<file path="config.mk">
export PLATFORM = sky130hd
export DESIGN_NAME = respOrderBuf
export DESIGN_NICKNAME = d
export VERILOG_FILES = /design/src/rtl/rob_pkg.sv /design/src/rtl/rob_arrival_fifo.sv /design/src/rtl/rob_data.sv /design/src/rtl/rob_ctrl.sv /design/src/rtl/respOrderBuf.sv
export SDC_FILE = /design/constraint.sdc
export NUM_CORES = 1
export LEC_CHECK = 0
export BUFFER_PORTS_ARGS = -buffer_cell sky130_fd_sc_hd__buf_2
export CORE_MARGIN = 4
export CORE_UTILIZATION = 50
export DETAILED_ROUTE_END_ITERATION = 8
export GPL_ROUTABILITY_DRIVEN = 1
export PLACE_DENSITY_LB_ADDON = 0.1
export SLEW_MARGIN = 20
export SYNTH_ARGS = -nofsm -noshare
export SYNTH_HDL_FRONTEND = slang
export SYNTH_SLANG_ARGS = --single-unit
export TNS_END_PERCENT = 50
</file>
<file path="constraint.sdc">
create_clock -name clk -period 5.75 [get_ports clk]
set_input_delay 0.575 -clock clk [delete_from_list [all_inputs] [get_ports clk]]
set_output_delay 0.575 -clock clk [all_outputs]
set_load 0.02 [all_outputs]
</file>
<file path="src/rtl/rob_pkg.sv">
package rob_pkg;
  typedef enum logic [1:0] {
    OP_LOAD   = 2'd0,
    OP_STORE  = 2'd1,
    OP_ATOMIC = 2'd2,
    OP_FENCE  = 2'd3
  } opKind_e;

  // control -> datapath strobes
  typedef struct packed {
    logic useSlot;
    logic allocSlot;
    logic markDone;
    logic popSlot;
    logic pushLd;
    logic pushSt;
    logic popLd;
    logic popSt;
    logic selSt;
  } robStrobe_t;

  // datapath -> control status
  typedef struct packed {
    logic slotFree;
    logic respHit;
    logic headDone;
    logic ldAny;
    logic ldFull;
    logic stAny;
    logic stFull;
  } robStatus_t;

  function automatic logic isLoadClass(input logic [1:0] k);
    return (k == OP_LOAD) || (k == OP_ATOMIC);
  endfunction
endpackage

</file>
<file path="src/rtl/rob_arrival_fifo.sv">
module rob_arrival_fifo #(
  parameter int DEPTH = 4,
  parameter int W     = 10
) (
  input  logic         clk,
  input  logic         rstN,
  input  logic         push,
  input  logic [W-1:0] din,
  input  logic         pop,
  output logic [W-1:0] dout,
  output logic         notEmpty,
  output logic         full
);
  localparam int AW = (DEPTH > 1) ? $clog2(DEPTH) : 1;
  localparam int CW = $clog2(DEPTH + 1);
  localparam logic [AW-1:0] LAST = AW'(DEPTH - 1);
  localparam logic [CW-1:0] CAP  = CW'(DEPTH);

  logic [W-1:0]  mem [DEPTH];
  logic [AW-1:0] rdPtr, wrPtr;
  logic [CW-1:0] cnt;
  logic          doPush, doPop;

  assign notEmpty = (cnt != '0);
  assign full     = (cnt == CAP);
  assign dout     = mem[rdPtr];
  assign doPush   = push && !full;
  assign doPop    = pop && notEmpty;

  always_ff @(posedge clk) begin
    if (doPush) mem[wrPtr] <= din;
  end

  always_ff @(posedge clk) begin
    if (!rstN) begin
      rdPtr <= '0;
      wrPtr <= '0;
      cnt   <= '0;
    end else begin
      if (doPush) wrPtr <= (wrPtr == LAST) ? '0 : wrPtr + 1'b1;
      if (doPop)  rdPtr <= (rdPtr == LAST) ? '0 : rdPtr + 1'b1;
      cnt <= cnt + CW'(doPush) - CW'(doPop);
    end
  end


  no_overflow_chk: assert property (@(posedge clk) disable iff (!rstN)
    push |-> !full);


  no_empty_pop_chk: assert property (@(posedge clk) disable iff (!rstN)
    pop |-> notEmpty);
endmodule

</file>
<file path="src/rtl/rob_data.sv">
module rob_data
  import rob_pkg::*;
#(
  parameter int TAG_W      = 8,
  parameter int SLOT_DEPTH = 4,
  parameter int QUEUE_SIZE = 4
) (
  input  logic             clk,
  input  logic             rstN,
  input  robStrobe_t       stb,
  input  logic [TAG_W-1:0] issueTag,
  input  logic [1:0]       issueKind,
  input  logic [TAG_W-1:0] respTag,
  input  logic [1:0]       respKind,
  output robStatus_t       st,
  output logic [TAG_W-1:0] wbTag,
  output logic [1:0]       wbKind
);
  localparam int EW = TAG_W + 2;
  localparam int SA = (SLOT_DEPTH > 1) ? $clog2(SLOT_DEPTH) : 1;

  logic [SLOT_DEPTH-1:0] busy, done;
  logic [EW-1:0]         slotEnt [SLOT_DEPTH];
  logic [SA-1:0]         headPtr, tailPtr, hitIdx;
  logic                  hit;

  // tag lookup over the outstanding slots
  always_comb begin
    hit    = 1'b0;
    hitIdx = '0;
    for (int i = 0; i < SLOT_DEPTH; i++) begin
      if (busy[i] && !done[i] && slotEnt[i][EW-1:2] == respTag) begin
        hit    = 1'b1;
        hitIdx = SA'(i);
      end
    end
  end

  always_ff @(posedge clk) begin
    if (stb.allocSlot) slotEnt[tailPtr] <= {issueTag, issueKind};
  end

  always_ff @(posedge clk) begin
    if (!rstN) begin
      busy    <= '0;
      done    <= '0;
      headPtr <= '0;
      tailPtr <= '0;
    end else begin
      if (stb.allocSlot) begin
        busy[tailPtr] <= 1'b1;
        done[tailPtr] <= 1'b0;
        tailPtr       <= tailPtr + 1'b1;
      end
      if (stb.markDone) done[hitIdx] <= 1'b1;
      if (stb.popSlot) begin
        busy[headPtr] <= 1'b0;
        headPtr       <= headPtr + 1'b1;
      end
    end
  end

  // arrival queues: index 0 holds loads and atomics, index 1 holds stores
  logic [1:0]    qPush, qPop, qAny, qFull;
  logic [EW-1:0] qOut [2];

  assign qPush = {stb.pushSt, stb.pushLd};
  assign qPop  = {stb.popSt, stb.popLd};

  for (genvar g = 0; g < 2; g++) begin : g_arrq
    rob_arrival_fifo #(.DEPTH(QUEUE_SIZE), .W(EW)) i_q (
      .clk(clk), .rstN(rstN),
      .push(qPush[g]), .din({respTag, respKind}),
      .pop(qPop[g]), .dout(qOut[g]),
      .notEmpty(qAny[g]), .full(qFull[g])
    );
  end

  assign st.slotFree = !busy[tailPtr];
  assign st.respHit  = hit;
  assign st.headDone = busy[headPtr] && done[headPtr];
  assign st.ldAny    = qAny[0];
  assign st.ldFull   = qFull[0];
  assign st.stAny    = qAny[1];
  assign st.stFull   = qFull[1];

  logic [EW-1:0] outEnt;
  assign outEnt = stb.useSlot ? slotEnt[headPtr] : (stb.selSt ? qOut[1] : qOut[0]);
  assign wbTag  = outEnt[EW-1:2];
  assign wbKind = outEnt[1:0];


  head_only_chk: assert property (@(posedge clk) disable iff (!rstN)
    stb.popSlot |-> (busy[headPtr] && done[headPtr]));


  alloc_free_chk: assert property (@(posedge clk) disable iff (!rstN)
    stb.allocSlot |=> busy[$past(tailPtr)] && !done[$past(tailPtr)]);
endmodule

</file>
<file path="src/rtl/rob_ctrl.sv">
module rob_ctrl
  import rob_pkg::*;
#(
  parameter int QUEUE_SIZE = 4
) (
  input  logic       clk,
  input  logic       rstN,
  input  logic       arrivalMode,
  input  logic       issueValid,
  input  logic [1:0] issueKind,
  input  logic       respValid,
  input  logic [1:0] respKind,
  input  logic       wbReady,
  input  logic [1:0] wbKind,
  input  robStatus_t st,
  output robStrobe_t stb,
  output logic       issueReady,
  output logic       wbValid,
  output logic       errBadResp
);
  localparam int CW = $clog2(QUEUE_SIZE + 1);
  localparam logic [CW-1:0] CAP = CW'(QUEUE_SIZE);

  logic [CW-1:0] loadCnt, storeCnt;
  logic issueFence, issueLd, issueSt, capOk, bufOk, issueFire;
  logic respLd, respSt, wbFire, incLd, incSt, decLd, decSt;

  assign issueFence = (issueKind == OP_FENCE);
  assign issueLd    = isLoadClass(issueKind);
  assign issueSt    = (issueKind == OP_STORE);
  assign capOk      = issueLd ? (loadCnt < CAP) : (issueSt ? (storeCnt < CAP) : 1'b1);
  assign bufOk      = arrivalMode || issueFence || st.slotFree;
  assign issueReady = capOk && bufOk;
  assign issueFire  = issueValid && issueReady;

  assign respLd = isLoadClass(respKind);
  assign respSt = (respKind == OP_STORE);

  assign wbValid = arrivalMode ? (st.ldAny || st.stAny) : st.headDone;
  assign wbFire  = wbValid && wbReady;

  always_comb begin
    stb           = '0;
    stb.useSlot   = !arrivalMode;
    stb.selSt     = !st.ldAny;
    stb.allocSlot = issueFire && !arrivalMode && !issueFence;
    stb.markDone  = respValid && !arrivalMode && st.respHit;
    stb.pushLd    = respValid && arrivalMode && respLd;
    stb.pushSt    = respValid && arrivalMode && respSt;
    stb.popSlot   = wbFire && !arrivalMode;
    stb.popLd     = wbFire && arrivalMode && st.ldAny;
    stb.popSt     = wbFire && arrivalMode && !st.ldAny;
  end

  assign errBadResp = respValid && (arrivalMode
                      ? (respLd ? st.ldFull : (respSt ? st.stFull : 1'b1))
                      : !st.respHit);

  assign incLd = issueFire && issueLd;
  assign incSt = issueFire && issueSt;
  assign decLd = wbFire && isLoadClass(wbKind);
  assign decSt = wbFire && (wbKind == OP_STORE);

  always_ff @(posedge clk) begin
    if (!rstN) begin
      loadCnt  <= '0;
      storeCnt <= '0;
    end else begin
      loadCnt  <= loadCnt + CW'(incLd) - CW'(decLd);
      storeCnt <= storeCnt + CW'(incSt) - CW'(decSt);
    end
  end


  no_ld_underflow_chk: assert property (@(posedge clk) disable iff (!rstN)
    decLd |-> loadCnt != '0);


  no_st_underflow_chk: assert property (@(posedge clk) disable iff (!rstN)
    decSt |-> storeCnt != '0);


  ld_cap_chk: assert property (@(posedge clk) disable iff (!rstN)
    loadCnt <= CAP);


  st_cap_chk: assert property (@(posedge clk) disable iff (!rstN)
    storeCnt <= CAP);
endmodule

</file>
<file path="src/rtl/respOrderBuf.sv">
module respOrderBuf
  import rob_pkg::*;
#(
  parameter int TAG_W      = 8,
  parameter int SLOT_DEPTH = 4,
  parameter int QUEUE_SIZE = 4
) (
  input  logic             clk,
  input  logic             rstN,
  input  logic             arrivalMode,
  input  logic             issueValid,
  input  logic [TAG_W-1:0] issueTag,
  input  logic [1:0]       issueKind,
  output logic             issueReady,
  input  logic             respValid,
  input  logic [TAG_W-1:0] respTag,
  input  logic [1:0]       respKind,
  output logic             wbValid,
  input  logic             wbReady,
  output logic [TAG_W-1:0] wbTag,
  output logic [1:0]       wbKind,
  output logic             errBadResp
);
  robStrobe_t stb;
  robStatus_t st;

  rob_ctrl #(.QUEUE_SIZE(QUEUE_SIZE)) i_ctrl (
    .clk(clk), .rstN(rstN), .arrivalMode(arrivalMode),
    .issueValid(issueValid), .issueKind(issueKind),
    .respValid(respValid), .respKind(respKind),
    .wbReady(wbReady), .wbKind(wbKind), .st(st), .stb(stb),
    .issueReady(issueReady), .wbValid(wbValid), .errBadResp(errBadResp)
  );

  rob_data #(.TAG_W(TAG_W), .SLOT_DEPTH(SLOT_DEPTH), .QUEUE_SIZE(QUEUE_SIZE)) i_data (
    .clk(clk), .rstN(rstN), .stb(stb),
    .issueTag(issueTag), .issueKind(issueKind),
    .respTag(respTag), .respKind(respKind),
    .st(st), .wbTag(wbTag), .wbKind(wbKind)
  );


  wb_hold_chk: assert property (@(posedge clk) disable iff (!rstN)
    (!arrivalMode && wbValid && !wbReady) |=> (wbValid && $stable(wbTag) && $stable(wbKind)));
endmodule

</file>
==> flow_metrics.py, run 1 <==
metrics = {
    "route": {
        "totalWireLength_um": 13700,
        "drtAntennaViolNets": 0,
        "vias": 3775,
        "avgRoutedWirePerCell_um": 19.6,
        "drc": 0,
        "dr.pass1.iters": 5,
        "post_drt_via_cell_ratio": 5.42,
        "drtIter0Drc": 251,
    },
    "die": {
        "io_pins": 39,
        "start_util_pct": 51.8,
        "rows": 42,
        "die_h_um": 126,
        "core-area_um2": 13400,
        "die_width_um": 126,
        "design.die.area_um2": 15800,
    },
    "sta": {
        "slew_headroom_pct": 44.1,
        "worst_clock_skew_ns": 0.00795,
        "rsz0062_at_grt": "no",
        "period_needed_ns": 3.15,
        "hold_viol": 0,
        "setup_violations": 0,
        "worst_slew_pin_slew_ns": 0.837,
        "finalCritPeriodShare_pct": 54.7,
        "whs_ns": 0.362,
        "setup-tns-final_ns": 0,
        "drv_slew": 0,
        "max_freq_mhz": 318,
    },
    "synth": {
        "synth_ff_type": "edfxtp_1",
        "yosysTopAreaCellShare_pct": 51.9,
        "synth_seq_cells": 158,
        "synth_top_area_cell": "edfxtp_1",
        "synth_cells": 467,
        "ys_async_sr_fraction_pct": 0,
        "synth_most_common_cell": "edfxtp_1",
        "syn_area_per_cell_um2": 14.9,
        "netlist_area_um2": 6940,
        "synth_edf_count": 120,
        "yosys-top-cells-count": "edfxtp_1 (120), dfxtp_1 (38), nor2_1 (35)",
        "yosysSeqAreaShare_pct": 62.9,
        "yosysUniqueCellTypes": 41,
        "synth_fp_nets": 523,
        "ys_warn_count": 0,
        "synth_area_leaders": "edfxtp_1 (52%), dfxtp_1 (11%), mux4_2 (10%)",
    },
    "critical_path": {
        "cp.required_ns": 6.03,
        "critPathLaunchType": "flip-flop",
        "worst-r2r-cell-count": 12,
        "r2r_slack_ns": 2.60,
        "cp.arrival_ns": 3.43,
        "cp_max_fo": 10,
        "path_class": "flip-flop to flip-flop",
        "regToRegEndpoint": "i_ctrl.storeCnt[2]",
        "crit_path_end_kind": "flip-flop",
    },
    "cts": {
        "clk_latency_ns": 0.43,
        "cts_buffer_depth": 2,
        "cts_tree": "yes",
        "hold_buffers": 0,
        "clk_pin_slew_ns": 0.06,
        "cts-resized-gates": 0,
        "htreeDepth": 4,
        "cts.sinks": 158,
        "postCtsSetupRepairBufs": 0,
        "cts_root_buf": "clkbuf_16",
        "numCtsBuffers": 17,
    },
    "grt": {
        "antenna_found_initial": 0,
        "overflow": 0,
        "grt_max_degree": 31,
        "grt_pass1_vias": 3956,
        "grt_pass1_wl_um": 21700,
        "grtUsageTotal_pct": 18.3,
    },
    "run_status": {
        "status": "complete, no violations",
    },
    "placed_design": {
        "gp_congestion": 0.837,
        "dp.cells": 665,
        "dp_hpwl_um": 9590,
        "io_buffers": 38,
    },
    "finish": {
        "syn_to_final_growth_pct": 13.5,
        "nets": 564,
        "final_cells": 697,
        "fillers": 1092,
        "n_antenna_cell": 0,
        "drive_gt1_share_pct": 20.7,
    },
    "pwr": {
        "power_leakage_nw": 2.74,
        "peakVddDrop_mv": 0.225,
        "powerDensity_nw_per_um2": 368,
    },
    "worst_hold_path": {
        "hold_path_class": "primary input to flip-flop",
        "hp-start": "issueTag[4]",
        "min_delay_path_depth": 1,
        "min_to": "i_data.slotEnt[0][6]",
    },
    "run": {
        "maxCapViolations": 0,
    },
}
==> state kept, by name (all words and copies together), names as in the netlist, named ones only <==
register and count:
i_data.g_arrq.i_q.rdPtr 4, i_data.g_arrq.i_q.wrPtr 4, i_data.busy 4, i_data.tailPtr 2, i_ctrl.loadCnt 3, i_data.g_arrq.i_q.cnt 6
i_data.slotEnt 40, i_data.done 4, i_data.headPtr 2, i_ctrl.storeCnt 3, i_data.g_arrq.i_q.mem 80
==> how the worst max path moves through the flow <==
stage	depth (start not counted)	end
floorplan	12	i_ctrl.storeCnt[2]
global placement	12	i_ctrl.storeCnt[2]
detailed placement	11	i_ctrl.loadCnt[2]
CTS	11	i_ctrl.loadCnt[2]
global route	12	i_ctrl.storeCnt[2]
finish	12	i_ctrl.storeCnt[2]
==> power breakdown <==
group          switching (mW)  internal, mW
clock network           0.466         0.644
registers              0.0559          1.28
logic                   0.264         0.189
==> per-stage QoR <==
| step | setup slack (ns) | util (%) | power [mW] | instance area [µm²] |
|---|---|---|---|---|
| 6_report | 2.60 | 58.8 | 2.90 | 7880 |
| 3_5_place_dp | 2.47 | 54.3 | 1.82 | 7280 |
| 3_3_place_gp | 2.57 | 54.3 | 1.81 | 7280 |
| 5_1_grt | 2.26 | 58.8 | 3.04 | 7880 |
| 2_1_floorplan | 2.66 | - | 1.68 | 6940 |
| 4_1_cts | 2.46 | 58.7 | 2.93 | 7870 |
==> cell families after synthesis <==
family / synth area share (%)
multiplexers: 11.7
AO/OA/AOI/OAI: 3.25
AND/OR/NAND/NOR: 8.71
XOR/XNOR: 5.30
buffers and inverters: 2.33
adder cells (fa/ha/maj): 5.84
flip-flops: 62.9
==> worst max-delay path: stages, from the launching register on <==
cell     delay [ns]
dfxtp_1        0.78
mux4_2         0.58
nand2_1        0.08
a31oi_1        0.13
nand3_1        0.14
nor2_1         0.05
ha_1           0.27
inv_1          0.04
ha_1           0.20
fa_1           0.38
xnor2_1        0.18
xnor2_1        0.13
nor2_1         0.05
==> final cells by class <==
class | count | area, µm² | area share [%]
clock buffers | 17 | 425 | 5.40
multi-input cells | 268 | 2420 | 30.7
flip-flops and latches | 158 | 4360 | 55.4
inverters | 25 | 93.8 | 1.19
clock inverters | 15 | 163 | 2.07
repair buffers | 38 | 190 | 2.41
well taps | 176 | 220 | 2.80
==> cells in the final DEF, fill, tap and decap left out, drive strengths merged, types with 2 or more instances in the layout <==
cell type / netlist / layout
a21oi: 9 / 9
a31oi: 11 / 11
o21ai: 2 / 2
nand2b: 4 / 4
nand3b: 3 / 3
fa: 4 / 4
ha: 26 / 26
and2: 19 / 19
nor3: 10 / 10
a21bo: 3 / 3
clkinvlp: 0 / 2
dfxtp: 38 / 38
nand2: 31 / 31
nand4: 3 / 3
clkinv: 0 / 7
bufinv: 0 / 2
mux2i: 9 / 9
nor2: 35 / 35
buf: 7 / 38
inv: 25 / 29
nand3: 6 / 6
clkbuf: 9 / 17
edfxtp: 120 / 120
xor2: 17 / 17
nor3b: 3 / 3
a211oi: 3 / 3
mux4: 32 / 32
o22ai: 2 / 2
nor4: 2 / 2
xnor2: 25 / 25
==> routing by layer <==
layer	vias to the layer above	part of all wire (%)	track usage, %
met5	-	0	0
met4	0	2.0	7.26
met3	24	3.9	4.70
met2	67	50	30.1
met1	1877	45	23.5
li1	1807	-	-
No activity file was read; power rests on OpenSTA's default activity.
==> run 2, diff against run 1 <==
==> constraint.sdc (replaced) <==
create_clock -name clk -period 2.8 [get_ports clk]
set_input_delay 0.28 -clock clk [delete_from_list [all_inputs] [get_ports clk]]
set_output_delay 0.28 -clock clk [all_outputs]
set_load 0.02 [all_outputs]
==> flow_metrics.py, run 2 (synthesis gave the netlist of run 1 again) <==
metrics = {
    "grt": {
        "grt.busiest_layer": "met2",
        "use_met3_pct": 4.11,
        "grt_max_degree": 25,
        "grt_pass1_vias": 4101,
        "overflow": 0,
        "met1_usage_pct": 26.4,
        "grt_pass1_wl_um": 22800,
        "grtUsageTotal_pct": 19.0,
        "antenna_found_initial": 0,
        "met2_usage_pct": 30.3,
    },
    "route": {
        "drtAntennaViolNets": 0,
        "drtIter0Drc": 211,
        "dr.pass1.iters": 4,
        "drc": 0,
        "totalWireLength_um": 14200,
        "vias": 3877,
        "avgRoutedWirePerCell_um": 19.8,
        "post_drt_via_cell_ratio": 5.41,
    },
    "finish": {
        "final_util_pct": 60.4,
        "largestRegisters": "i_data.g_arrq.i_q.mem: 80 flops, i_data.slotEnt: 40 flops, i_data.g_arrq.i_q.cnt: 6 flops",
        "final_cells": 717,
        "largest_register": "i_data.g_arrq.i_q.mem",
        "layout_common_cells": "edfxtp_1 (120), buf_2 (38), nor2_1 (35), dfxtp_1 (35), mux4_2 (32)",
        "final_common_cell": "edfxtp_1",
        "nets": 584,
        "drive_gt1_share_pct": 24.4,
        "largest_register_ff_count": 80,
        "n_antenna_cell": 0,
        "syn_to_final_growth_pct": 16.7,
    },
    "critical_path": {
        "critPathLaunchType": "flip-flop",
        "crit_slowest_cell": "or3_1",
        "path_delay_family": "adder cells",
        "cp_max_fo": 12,
        "path_class": "flip-flop to flip-flop",
        "r2r_slack_ns": 0.11,
        "crit_path_end_kind": "flip-flop",
        "cp.required_ns": 3.07,
        "critPathMaxStageDelay_ns": 0.41,
        "cp_cell_sequence": "or3_1 > buf_4 > nand2_1 > a31oi_2 > nand3_1 > nor2_1 > ha_1 > inv_1 > ha_1 > fa_1 > xnor2_1 > xnor2_1 > nor2_1",
        "cp.arrival_ns": 2.96,
        "crit_buf_inv": 2,
    },
    "cts": {
        "htreeDepth": 4,
        "postCtsSetupRepairBufs": 0,
        "clk_pin_slew_ns": 0.06,
        "cts_tree": "yes",
        "cts.sinks": 158,
        "cts-resized-gates": 0,
        "cts_buffer_depth": 2,
        "cts_root_buf": "clkbuf_16",
        "numCtsBuffers": 17,
        "clk_latency_ns": 0.42,
        "hold_buffers": 0,
    },
    "sta": {
        "drv_slew": 0,
        "slew_headroom_pct": 44.1,
        "max_freq_mhz": 372,
        "worst_clock_skew_ns": 0.00629,
        "setup_violations": 0,
        "period_needed_ns": 2.69,
        "hold_viol": 0,
        "worst_slew_pin_slew_ns": 0.838,
        "finalCritPeriodShare_pct": 96.0,
        "rsz0062_at_grt": "yes",
    },
    "pwr": {
        "p_int_mw": 4.66,
        "power_leakage_nw": 2.87,
        "comb_power_share_pct": 17.6,
        "power_frac_clock_pct": 39.1,
        "seqPwrFrac_pct": 43.2,
        "switchingPower_mw": 1.60,
        "switching_share_pct": 25.5,
        "powerDensity_nw_per_um2": 773,
        "peakVddDrop_mv": 0.442,
    },
    "die": {
        "rows": 42,
        "design.die.area_um2": 15800,
        "start_util_pct": 51.8,
        "die_width_um": 126,
        "die_h_um": 126,
        "core-area_um2": 13400,
        "io_pins": 39,
    },
    "placed_design": {
        "io_buffers": 38,
        "dp_hpwl_um": 10200,
        "dp.cells": 685,
        "gp_congestion": 0.796,
    },
    "run": {
        "maxCapViolations": 0,
    },
    "worst_hold_path": {
        "hold_path_class": "primary input to flip-flop",
    },
    "run_status": {
        "status": "complete, no violations",
    },
}
-- run 2: cell count changes in the layout (fill, tap and decap cells not counted), moves of 2 or more --
cell | before | now
buf_4 | 0 | 20
clkinv_4 | 5 | 0
bufinv_16 | 2 | 5
a31oi_2 | 0 | 2
dfxtp_1 | 38 | 35
clkinv_1 | 1 | 4
a31oi_1 | 11 | 9
inv_6 | 4 | 0
dfxtp_2 | 0 | 3
-- run 2: layer usage --
metal	share of wire, %	vias to the layer above
li1	-	1842
met1	46	1931
met2	49	94
met3	4.1	10
met4	1.0	0
met5	0	-
-- run 2: final cells by class --
cell class,count,area (µm²)
Sequential cell,158,4370
Clock inverter,14,198
Multi-Input combinational cell,268,2450
Timing Repair Buffer,58,340
Fill cell,1058,5310
Inverter,25,93.8
Tap cell,176,220
Clock buffer,18,429
-- run 2: final timing paths --
kind / cells after the start / end / start
max reg2reg: 13 / i_ctrl.storeCnt[2] / i_data.g_arrq[0].i_q.cnt[2]
min: 1 / i_data.slotEnt[0][9] / issueTag[7]
max: 13 / i_ctrl.storeCnt[2] / i_data.g_arrq[0].i_q.cnt[2]
min reg2reg: 2 / i_data.done[0] / i_data.done[0]
-- run 2: worst reg2reg max path, stage by stage, from the launching register on --
cell     delay (ns)
dfxtp_1        0.31
or3_1          0.41
buf_4          0.21
nand2_1        0.10
a31oi_2        0.12
nand3_1        0.11
nor2_1         0.04
ha_1           0.27
inv_1          0.04
ha_1           0.19
fa_1           0.37
xnor2_1        0.17
xnor2_1        0.14
nor2_1         0.05
-- run 2: through the flow --
step	total power [mW]	worst slack (ns)	instance area [µm²]	TNS [ns]	hold WS, ns
2_1_floorplan	3.46	0.0272	6960	0	0.379
3_3_place_gp	3.83	0.150	7450	0	0.483
3_5_place_dp	3.85	0.0785	7450	0	0.488
4_1_cts	6.30	0.0467	8080	0	0.0593
5_1_grt	6.56	-0.0371	8100	-0.0371	0.0688
6_report	6.26	0.111	8100	0	0.0758
-- run 2: power by group through the flow --
stage	combinational (mW)	clock, mW	sequential [mW]
2_1_floorplan	0.726	0	2.74
3_3_place_gp	1.09	0	2.75
3_5_place_dp	1.10	0	2.75
4_1_cts	1.11	2.48	2.70
5_1_grt	1.24	2.60	2.72
6_report	1.10	2.45	2.71
==> run 3, diff against run 2 <==
--- a/config.mk
+++ b/config.mk
@@ -11,6 +11,7 @@
 export DETAILED_ROUTE_END_ITERATION = 8
 export GPL_ROUTABILITY_DRIVEN = 1
 export PLACE_DENSITY_LB_ADDON = 0.1
+export RECOVER_POWER = 100
 export SLEW_MARGIN = 20
 export SYNTH_ARGS = -nofsm -noshare
 export SYNTH_HDL_FRONTEND = slang
==> flow_metrics.py, run 3 (synthesis gave the netlist of run 1 again) <==
metrics = {
    "run_status": {
        "status": "complete, no violations",
    },
    "critical_path": {
        "crit_path_end": "i_ctrl.storeCnt[2]",
        "worst-r2r-cell-count": 13,
        "cp.arrival_ns": 2.96,
        "regToRegEndpoint": "i_ctrl.storeCnt[2]",
        "cp.required_ns": 3.07,
        "critPathLaunch": "i_data.g_arrq[0].i_q.cnt[2]",
        "rr_startpoint": "i_data.g_arrq[0].i_q.cnt[2]",
        "cp_max_fo": 12,
        "path_class": "flip-flop to flip-flop",
        "critPathLaunchType": "flip-flop",
        "r2r_slack_ns": 0.11,
        "crit_path_end_kind": "flip-flop",
    },
    "placed_design": {
        "gp_congestion": 0.796,
        "place_area_um2": 7450,
        "io_buffers": 38,
        "dp_hpwl_um": 10200,
    },
    "die": {
        "io_pins": 39,
        "core-area_um2": 13400,
        "die_width_um": 126,
        "rows": 42,
        "design.die.area_um2": 15800,
        "die_h_um": 126,
        "start_util_pct": 51.8,
    },
    "route": {
        "drtIter0Drc": 202,
        "dr.pass1.iters": 4,
        "vias": 3878,
        "drtAntennaViolNets": 0,
        "post_drt_via_cell_ratio": 5.41,
        "drc": 0,
        "avgRoutedWirePerCell_um": 19.8,
        "totalWireLength_um": 14200,
    },
    "grt": {
        "grtUsageTotal_pct": 19.0,
        "antenna_found_initial": 0,
        "grt_max_degree": 25,
        "overflow": 0,
        "grt_pass1_wl_um": 22800,
        "grt_pass1_vias": 4101,
    },
    "sta": {
        "whs_ns": 0.123,
        "setup-tns-final_ns": 0,
        "worst_slew_pin_slew_ns": 0.839,
        "slew_headroom_pct": 44.0,
        "setup_violations": 0,
        "drv_slew": 0,
        "max_freq_mhz": 372,
        "hold_viol": 0,
        "period_needed_ns": 2.69,
        "worst_clock_skew_ns": 0.00576,
        "rsz0062_at_grt": "yes",
        "finalCritPeriodShare_pct": 95.9,
    },
    "pwr": {
        "power_frac_clock_pct": 39.2,
        "switching_share_pct": 25.6,
        "p_int_mw": 4.66,
        "switchingPower_mw": 1.60,
        "powerDensity_nw_per_um2": 775,
        "power.total_mw": 6.26,
        "power_leakage_nw": 2.81,
        "seqPwrFrac_pct": 43.3,
        "comb_power_share_pct": 17.6,
        "peakVddDrop_mv": 0.442,
    },
    "cts": {
        "clk_pin_slew_ns": 0.06,
        "cts_buffer_depth": 2,
        "postCtsSetupRepairBufs": 0,
        "cts.sinks": 158,
        "numCtsBuffers": 17,
        "hold_buffers": 0,
        "cts_tree": "yes",
        "cts-resized-gates": 0,
        "htreeDepth": 4,
        "clk_latency_ns": 0.42,
        "cts_root_buf": "clkbuf_16",
    },
    "finish": {
        "syn_to_final_growth_pct": 16.2,
        "fillers": 1073,
        "n_antenna_cell": 0,
        "final_common_cell": "edfxtp_1",
        "nets": 584,
        "layout_common_cells": "edfxtp_1 (120), nor2_1 (35), dfxtp_1 (35)",
        "largest_register_ff_count": 80,
        "drive_gt1_share_pct": 20.5,
        "largest_register": "i_data.g_arrq.i_q.mem",
        "finalInstanceArea_um2": 8070,
        "largestRegisters": "i_data.g_arrq.i_q.mem: 80 flops, i_data.slotEnt: 40 flops, i_data.g_arrq.i_q.cnt: 6 flops",
    },
    "worst_hold_path": {
        "hold_path_class": "primary input to flip-flop",
    },
    "run": {
        "maxCapViolations": 0,
    },
}
run 3: layout make-up:
type	count	area (µm²)	share of cell area [%]
Inverter	25	93.8	1.16
Clock buffer	18	429	5.32
Timing Repair Buffer	58	312	3.86
Clock inverter	14	198	2.45
Multi-Input combinational cell	268	2450	30.3
Tap cell	176	220	2.73
Sequential cell	158	4370	54.1
run 3: worst min path at each step:
| stage | start | end | slack [ns] | cells after the start |
|---|---|---|---|---|
| after detailed placement | i_data.done[0] | i_data.done[0] | 0.49 | 2 |
| final | issueTag[2] | i_data.slotEnt[0][4] | 0.12 | 1 |
| after global routing | issueTag[7] | i_data.slotEnt[2][9] | 0.13 | 1 |
| after global placement | i_data.done[0] | i_data.done[0] | 0.48 | 2 |
| after CTS | issueTag[2] | i_data.slotEnt[0][4] | 0.06 | 1 |
| after floorplan | respKind[0] | i_data.g_arrq[0].i_q.mem[0][0] | 0.38 | 0 |
run 3: power by group through the flow:
stage                     Combinational (mW)  Sequential, mW  Clock, mW
after floorplan                        0.726            2.74          0
after global placement                  1.09            2.75          0
after detailed placement                1.10            2.75          0
after CTS                               1.11            2.70       2.48
after global routing                    1.23            2.72       2.60
final                                   1.10            2.71       2.45
run 3: critical path, stage by stage, from the launching register on:
cell and delay [ns]:
dfxtp_1 0.31, or3_1 0.41, buf_4 0.21, nand2_1 0.09, a31oi_2 0.12, nand3_1 0.11, nor2_1 0.04, ha_1 0.27
inv_1 0.04, ha_1 0.19, fa_1 0.37, xnor2_1 0.17, xnor2_1 0.14, nor2_1 0.05
run 3: through the flow:
| step | utilization [%] | cells | setup WS, ns |
|---|---|---|---|
| 6_report | 60.2 | 717 | 0.114 |
| 5_1_grt | 60.2 | 717 | -0.0371 |
| 4_1_cts | 60.3 | 717 | 0.0467 |
| 3_5_place_dp | 55.6 | 685 | 0.0785 |
| 3_3_place_gp | 55.6 | 685 | 0.150 |
| 2_1_floorplan | - | 467 | 0.0272 |
run 3: per-layer routing:
layer | GRT usage (%) | vias to the layer above | routed length, µm
li1 | - | 1842 | -
met5 | 0 | - | 0
met1 | 26.4 | 1948 | 6560
met2 | 30.3 | 75 | 6990
met4 | 6.31 | 0 | 180
met3 | 4.11 | 13 | 474
